===== src/rtl/fai_pkg.sv =====
package fai_pkg;
  typedef enum logic {
    ST_ARMED  = 1'b0,
    ST_LOCKED = 1'b1
  } fai_state_e;
endpackage


===== src/rtl/fai_sync.sv =====
module fai_sync #(
  parameter int unsigned WIDTH  = 2,
  parameter int unsigned STAGES = 2
) (
  input  logic             clk_i,
  input  logic             rst_ni,
  input  logic [WIDTH-1:0] d_i,
  output logic [WIDTH-1:0] q_o
);
  localparam int unsigned LAST = STAGES - 1;

  for (genvar b = 0; b < WIDTH; b++) begin : g_bit
    logic [STAGES-1:0] chain_q;
    always_ff @(posedge clk_i or negedge rst_ni) begin
      if (!rst_ni) chain_q <= '0;
      else if (STAGES == 1) chain_q <= d_i[b];
      else chain_q <= {chain_q[STAGES-2:0], d_i[b]};
    end
    assign q_o[b] = chain_q[LAST];
  end
endmodule


===== src/rtl/fai_fsm.sv =====
module fai_fsm
  import fai_pkg::*;
(
  input  logic       clk_i,
  input  logic       rst_ni,
  input  logic       a_i,
  input  logic       b_i,
  output fai_state_e state_o,
  output logic       z_o
);
  fai_state_e state_q, state_d;
  logic       z_q, z_d;

  always_comb begin
    state_d = state_q;
    z_d     = 1'b0;
    unique case (state_q)
      ST_ARMED: begin
        if (a_i && b_i) state_d = ST_LOCKED;
        else            z_d     = a_i ^ b_i;
      end
      ST_LOCKED: begin
        if (!a_i && !b_i) state_d = ST_ARMED;
      end
      default: state_d = ST_ARMED;
    endcase
  end

  always_ff @(posedge clk_i or negedge rst_ni) begin
    if (!rst_ni) begin
      state_q <= ST_ARMED;
      z_q     <= 1'b0;
    end else begin
      state_q <= state_d;
      z_q     <= z_d;
    end
  end

  assign state_o = state_q;
  assign z_o     = z_q;
endmodule


===== src/rtl/first_arrival_ind.sv =====
module first_arrival_ind
  import fai_pkg::*;
#(
  parameter int unsigned SYNC_STAGES = 2
) (
  input  logic clk_i,
  input  logic rst_ni,
  input  logic x1_i,
  input  logic x2_i,
  output logic z_o
);
  localparam int unsigned NUM_IN = 2;

  logic [NUM_IN-1:0] x_sync;
  fai_state_e        state;
  logic              locked;

  fai_sync #(
    .WIDTH (NUM_IN),
    .STAGES(SYNC_STAGES)
  ) u_sync (
    .clk_i (clk_i),
    .rst_ni(rst_ni),
    .d_i   ({x2_i, x1_i}),
    .q_o   (x_sync)
  );

  fai_fsm u_fsm (
    .clk_i  (clk_i),
    .rst_ni (rst_ni),
    .a_i    (x_sync[0]),
    .b_i    (x_sync[1]),
    .state_o(state),
    .z_o    (z_o)
  );

  assign locked = (state == ST_LOCKED);
endmodule


===== config.mk =====
export PLATFORM = sky130hd
export DESIGN_NAME = first_arrival_ind
export DESIGN_NICKNAME = d
export VERILOG_FILES = /design/src/rtl/fai_pkg.sv /design/src/rtl/fai_sync.sv /design/src/rtl/fai_fsm.sv /design/src/rtl/first_arrival_ind.sv
export SDC_FILE = /design/constraint.sdc
export NUM_CORES = 1
export LEC_CHECK = 0
export ABC_AREA = 1
export BUFFER_PORTS_ARGS = -buffer_cell sky130_fd_sc_hd__buf_2
export CAP_MARGIN = 0
export CORE_AREA = 2 2 39 41
export CTS_BUF_LIST = sky130_fd_sc_hd__clkbuf_2
export DETAILED_ROUTE_END_ITERATION = 6
export DIE_AREA = 0 0 41 43
export GPL_TIMING_DRIVEN = 0
export MAX_ROUTING_LAYER = met4
export SYNTH_ARGS = -nofsm -noshare
export SYNTH_HDL_FRONTEND = slang
export SYNTH_SLANG_ARGS = --single-unit

===== constraint.sdc =====
create_clock -name clk_i -period 0.9 [get_ports clk_i]
set_input_delay 0.09 -clock clk_i [delete_from_list [all_inputs] [get_ports clk_i]]
set_output_delay 0.09 -clock clk_i [all_outputs]
set_load 0.02 [all_outputs]

==> results of run 1 <==
==> power groups by stage <==
stage	clock network [mW]	registers (mW)	logic [mW]
2_1_floorplan	0	0.318	0.0206
3_5_place_dp	0	0.310	0.0534
4_1_cts	0.192	0.305	0.0632
3_3_place_gp	0	0.310	0.0516
6_report	0.175	0.305	0.0613
5_1_grt	0.192	0.310	0.0709
==> metrics by stage <==
stage	setup slack [ns]	setup TNS, ns	hold WS [ns]
global route	-0.0214	-0.0214	0.243
floorplan	0.0758	0	-0.206
global placement	0.0459	0	-0.0857
finish	0.0441	0	0.222
CTS	0.0383	0	0.206
detailed placement	0.0437	0	-0.0803
==> worst paths after layout <==
| path | slack, ns | endpoint | depth (start not counted) |
|---|---|---|---|
| worst max register to register | 0.04 | u_fsm.z_o | 4 |
| worst min register to register | 0.35 | u_sync.g_bit[1].chain_q[1] | 0 |
| worst max-delay path | 0.04 | u_fsm.z_o | 4 |
| min in group clk_i | 0.35 | u_sync.g_bit[1].chain_q[1] | 0 |
| max in group asynchronous | 0.54 | u_fsm.z_o | 2 |
| worst min-delay path | 0.22 | u_sync.g_bit[0].chain_q[1] | 2 |
==> cell families after synthesis <==
family                     count (synthesis)  share of synthesized area [%]
DFF                                        6                           71.9
buffers and inverters                      5                           8.98
and+or+nand+nor                            4                           7.18
adders and majority gates                  2                           12.0
==> synth_stat cells <==
cell     n  area [µm²]
ha_1     2        25.0
nand2_1  3        11.3
nor2_1   1        3.75
dfrtp_1  6         150
inv_1    5        18.8
==> flip-flops by register name (all words and copies together), names as in the netlist <==
| register | count |
|---|---|
| u_fsm.state_o | 1 |
| u_fsm.z_o | 1 |
| u_sync.g_bit.chain_q | 4 |
==> layer usage <==
metal / vias to the layer above / wire (µm) / track usage, %
met3: 0 / 11 / 1.57
li1: 67 / - / -
met2: 4 / 143 / 6.88
met4: 0 / 0 / 8.00
met1: 54 / 99 / 3.31
met5: - / 0 / -
==> worst reg2reg max path: cells and delay by family (launching register included) <==
family,cells,cell delay (ns)
buf+inv,2,0.09
flops,1,0.34
fa+ha+maj,1,0.27
simple gates,1,0.03
==> area by class of cell <==
| class | instances | area (µm²) | share of cell area, % |
|---|---|---|---|
| flip-flops and latches | 6 | 150 | 51.1 |
| well taps | 16 | 20.0 | 6.81 |
| inverters | 5 | 18.8 | 6.38 |
| clock buffers | 3 | 15.0 | 5.11 |
| multi-input cells | 6 | 40.0 | 13.6 |
| repair buffers | 7 | 50.0 | 17.0 |
==> what timing repair did <==
action,CTS,global route
gates resized for setup,0,0
endpoints found under the hold margin,8,0
hold buffers,3,0
endpoints found under the setup margin,0,1
==> metrics.md, run 1 <==
| Metric | Value |
|---|---|
| Cell family with most CP delay | `flip-flops` |
| Placed instance area | `249 µm²` |
| Synth Net Count | `23` |
| Initial drt markers | `0` |
| Seq/Total Area, Yosys | `71.9%` |
| Clock share of power | `32.4%` |
| Fin. max-slew vios | `0` |
| RSZ-0062 raised after global routing | `yes` |
| Number of global-route vias before repair | `142` |
| Util after Layout | `21.2%` |
| Core Region | `between 1000 and 1500 µm²` |
| Critical Path End Type | `flop` |
| Clk root buf | `clkbuf_2` |
| Crit. Startpoint | `u_sync.g_bit[1].chain_q[1]` |
| Final worst-path cycle share | `between 90% and 100%` |
| Status | `completed` |
| Die Ht | `43 µm` |
| Max VDD drop | `0.650 mV` |
| Final wirelength | `255 µm` |
| Unique masters post-synth | `5` |
| Port Buf Inserts | `4` |
| DR vias/cell | `2.91` |
| Final setup vio count | `0` |
| Global-route wire length before repair | `469 µm` |
| CTS Buf Count | `3` |
| Total grt overflow | `0` |
| Worst-path cell chain | `inv_1 > ha_1 > inv_1 > nor2_1` |
| Gr usage total | `4.88%` |
| Startpoint types | `flop` |
| # nets final | `35` |
| Worst R2R Start | `u_sync.g_bit[1].chain_q[1]` |
| Commonest cells after routing, fill and taps aside | `dfrtp_1 (6), inv_1 (5), buf_2 (4)` |
| Sw Share | `23.6%` |
| Design Power | `0.541 mW` |
| Clock Sinks | `6` |
| Combinational Power Share | `11.3%` |
| Post-route DRC | `0` |
| Syn Std Cell Area | `209 µm²` |
| FILL cells | `150` |
| Synth warnings | `0` |
| Layout cell share with drive strength beyond 1 | `between 20% and 30%` |
| Routed Antenna Nets | `0` |
| Die ar. | `roughly 1800 µm²` |
| ANT cells | `0` |
| Internal power | `slightly above 0.4 mW` |
| CTS tree | `built` |
| Synthesized area per cell | `12.3 µm²` |
| Final Skew | `roughly 0.0013 ns` |
| Setup bufs post-CTS | `0` |
| Fmax | `1170 MHz` |
| Hold Crit Class | `in2async` |
| I/O Pins | `5` |
| Initial antenna violation count | `0` |
| Syn Inst Count | `17` |
| FP Rows | `14` |
| Slew HR | `91.4%` |
| Avg WL per Cell | `5.93 µm` |
| Initial Utilization | `15.1%` |
| TritonRoute pass-1 iters | `1` |
| Critical-path top delay cell | `dfrtp_1` |
| Synth Register Bits | `6` |
| H-Tree Depth | `1` |
| Slew @ Worst Pin | `0.129 ns` |
| Largest net degree at the start of global routing | `7` |
| Critical path arrival | `0.95 ns` |
| Sw power | `about 0.13 mW` |
| Hold Fails Final Rpt | `0` |
| Max Buffers Root-to-Sink | `2` |
| DR vias | `125` |
| CP Buf/Inv Count | `2` |
| Crit path kind | `reg2reg` |
| Most used cell, CP | `inv_1` |
| Final min period | `between 0.8 and 0.9 ns` |
| Fin area | `294 µm²` |
| Placed cells | `37` |
| Commonest non-fill, non-tap cell in the layout | `dfrtp_1` |
| Die width | `roughly 40 µm` |
| Worst-path clk slew | `0.05 ns` |
| Max-cap viol count | `0` |
| Largest stage delay, worst path | `around 0.34 ns` |
| Non-Filler Instances | `43` |
| Clk_lat worst skew | `0.21 ns` |
| Layout area overhead | `40.7%` |
| GPL Wtd Cong | `approximately 0.6` |
| Leakage | `0.162 nW` |
| Power Dens Cells | `1840 nW/µm²` |
| Part of the power in registers | `56.3%` |
| WP data required | `1.00 ns` |
| Worst Path Max Fanout | `2` |
(Power assumes the default switching activity.)
==> inputs of run 2 (changes only) <==
--- a/config.mk
+++ b/config.mk
@@ -14,6 +14,7 @@
 export DIE_AREA = 0 0 41 43
 export GPL_TIMING_DRIVEN = 0
 export MAX_ROUTING_LAYER = met4
+export SETUP_SLACK_MARGIN = 0.2
 export SYNTH_ARGS = -nofsm -noshare
 export SYNTH_HDL_FRONTEND = slang
 export SYNTH_SLANG_ARGS = --single-unit
==> run 2 against run 1 <==
Net effect:
- via count is 3.2% higher
- critical endpoint unchanged
- cell count stayed put
- global-route usage is 0.32 points higher
- critical path type unchanged
- clock skew is 0.0011 ns higher
- hold slack worse by 0.0064 ns
- largest cell class unchanged
- total power is 1.4% higher
- core utilization is 0.45 points higher
- die area stayed put
==> metrics.md, run 2 (synthesis gave the netlist of run 1 again) <==
| Metric | Value |
|---|---|
| Status | `completed` |
| RSZ-0062 raised after global routing | `yes` |
| Most flops, register | `u_sync.g_bit.chain_q` |
| Final worst-path cycle share | `95.5% (+0.41 points)` |
| CTS tree | `built` |
| Internal power | `0.422 mW (+2.0%)` |
| Max Buffers Root-to-Sink | `2 (unchanged)` |
| WP data required | `1.00 ns (about the same)` |
| Combinational Power Share | `12.5% (+1.2 points)` |
| Setup TNS | `0 ns (unchanged)` |
| Fmax | `1160 MHz (-0.43%)` |
| Initial Utilization | `15.1% (unchanged)` |
| I/O Pins | `5 (unchanged)` |
| Final setup vio count | `0 (unchanged)` |
| TritonRoute pass-1 iters | `1 (unchanged)` |
| Crit path kind | `reg2reg` |
| Clk root buf | `clkbuf_2` |
| ANT cells | `0 (unchanged)` |
| Non-Filler Instances | `43 (unchanged)` |
| Slew @ Worst Pin | `0.129 ns (-0.000419 ns)` |
| Reg-to-reg setup timing slack | `0.04 ns (about the same)` |
| Commonest non-fill, non-tap cell in the layout | `dfrtp_1` |
| Power Dens Cells | `1830 nW/µm² (-0.69%)` |
| Sw Share | `23.1% (-0.46 points)` |
| Hold Fails Final Rpt | `0 (unchanged)` |
| Worst-path clk slew | `0.05 ns (about the same)` |
| Sw power | `0.127 mW (-0.56%)` |
| Routed Antenna Nets | `0 (unchanged)` |
| Largest net degree at the start of global routing | `7 (unchanged)` |
| Placed cells | `37 (unchanged)` |
| Die width | `41 µm (unchanged)` |
| Part of the power in registers | `55.9% (-0.4 points)` |
| Final setup margin | `0.0404 ns (-0.00366 ns)` |
| Core Region | `1380 µm² (unchanged)` |
| DR vias | `129 (+3.2%)` |
| Total grt overflow | `0 (unchanged)` |
| Gr usage total | `5.20% (+0.32 points)` |
| Critical path arrival | `0.96 ns (about the same)` |
| Die Ht | `43 µm (unchanged)` |
| Post-route DRC | `0 (unchanged)` |
| GPL Wtd Cong | `0.586 (-0.14%)` |
| Most used cell, CP | `inv_1` |
| Hold Crit Class | `in2async` |
| Final Skew | `0.00238 ns (+0.00107 ns)` |
| Global-route wire length before repair | `489 µm (+4.3%)` |
| Initial drt markers | `0 (unchanged)` |
| Pre-CTS setup slack | `0.0300 ns (-0.0138 ns)` |
| Die ar. | `1760 µm² (unchanged)` |
| Setup bufs post-CTS | `0 (unchanged)` |
| Layout cell share with drive strength beyond 1 | `25.9% (unchanged)` |
| Clk_lat worst skew | `0.21 ns (about the same)` |
| Critical Path End Type | `flop` |
| Final min period | `0.860 ns (+0.00366 ns)` |
| H-Tree Depth | `1 (unchanged)` |
| DR vias/cell | `3.00 (+3.2%)` |
| Port Buf Inserts | `4 (unchanged)` |
| Worst-path cell chain | `inv_1 > ha_1 > inv_1 > nor2_1` |
| Initial antenna violation count | `0 (unchanged)` |
| Worst Path Max Fanout | `2 (unchanged)` |
| Fin area | `300 µm² (+2.1%)` |
| Clock share of power | `31.6% (-0.8 points)` |
| Avg WL per Cell | `6.02 µm (+1.6%)` |
| Placed instance area | `249 µm² (unchanged)` |
| Max VDD drop | `0.634 mV (-2.5%)` |
| Largest stage delay, worst path | `0.34 ns (about the same)` |
| Final wirelength | `259 µm (+1.6%)` |
| FP Rows | `14 (unchanged)` |
| Layout area overhead | `43.7%` |
| CTS Buf Count | `3 (unchanged)` |
| Number of global-route vias before repair | `142 (unchanged)` |
| Util after Layout | `21.7% (+0.45 points)` |
| Detailed Place HPWL | `a little under 200 µm` |
| Commonest cells after routing, fill and taps aside | `dfrtp_1 (6), inv_1 (5)` |
| Clock Sinks | `6 (unchanged)` |
| Leakage | `0.164 nW (+0.91%)` |
| Max-cap viol count | `0 (unchanged)` |
| Critical-path top delay cell | `dfrtp_1` |
| # nets final | `35 (unchanged)` |
| Slew HR | `91.4% (about the same)` |
| Fin. max-slew vios | `0 (unchanged)` |
| Startpoint types | `flop` |
| Max FFs per register | `4 (unchanged)` |
[run 2: worst max-delay path, delay by kind of cell, from the launching register on]
kind	cells	cell delay, ns
DFF	1	0.34
adders and majority gates	1	0.28
buffers and inverters	2	0.10
and+or+nand+nor	1	0.03
[run 2: timing repair]
| action | in CTS | in global routing |
|---|---|---|
| hold buffers | 3 | 0 |
| setup endpoints to repair | 3 | 3 |
| resized for setup | 2 | 0 |
| cloned | 0 | 0 |
| pin swaps | 0 | 1 |
| hold endpoints to repair | 8 | 0 |
[run 2: cell type report]
| cell class | instances | area (µm²) |
|---|---|---|
| Timing Repair Buffer | 7 | 56.3 |
| Multi-Input combinational cell | 6 | 40.0 |
| Clock buffer | 3 | 15.0 |
| Fill cell | 151 | 1080 |
| Tap cell | 16 | 20.0 |
| Sequential cell | 6 | 150 |
| Inverter | 5 | 18.8 |
[run 2: path summary, 6_finish.rpt]
path | start | cells past startpoint | to
max in group asynchronous | rst_ni | 2 | u_sync.g_bit[0].chain_q[0]
worst max-delay path | u_sync.g_bit[1].chain_q[1] | 4 | u_fsm.z_o
min in group clk_i | u_sync.g_bit[1].chain_q[0] | 0 | u_sync.g_bit[1].chain_q[1]
worst max register to register | u_sync.g_bit[1].chain_q[1] | 4 | u_fsm.z_o
worst min-delay path | rst_ni | 2 | u_sync.g_bit[1].chain_q[1]
worst min register to register | u_sync.g_bit[1].chain_q[0] | 0 | u_sync.g_bit[1].chain_q[1]
[run 2: per-layer routing]
metal	share of wire, %	GRT usage [%]	vias to the layer above	wire, µm
met1	39	3.65	58	102
met5	0	-	-	0
met3	5.0	4.71	0	13
li1	-	-	67	-
met2	56	6.56	4	144
met4	0	6.00	0	0
[run 2: per-stage QoR]
stage / total power, mW / hold slack (ns)
after floorplan: 0.339 / -0.206
after global placement: 0.362 / -0.0857
after detailed placement: 0.363 / -0.0817
after CTS: 0.569 / 0.205
after global routing: 0.595 / 0.203
final: 0.549 / 0.216
[run 2: power by group through the flow]
stage | Combinational [mW] | Clock [mW] | Sequential [mW]
5_1_grt | 0.0790 | 0.207 | 0.309
3_3_place_gp | 0.0517 | 0 | 0.310
3_5_place_dp | 0.0531 | 0 | 0.310
4_1_cts | 0.0711 | 0.191 | 0.307
6_report | 0.0683 | 0.173 | 0.307
2_1_floorplan | 0.0206 | 0 | 0.318
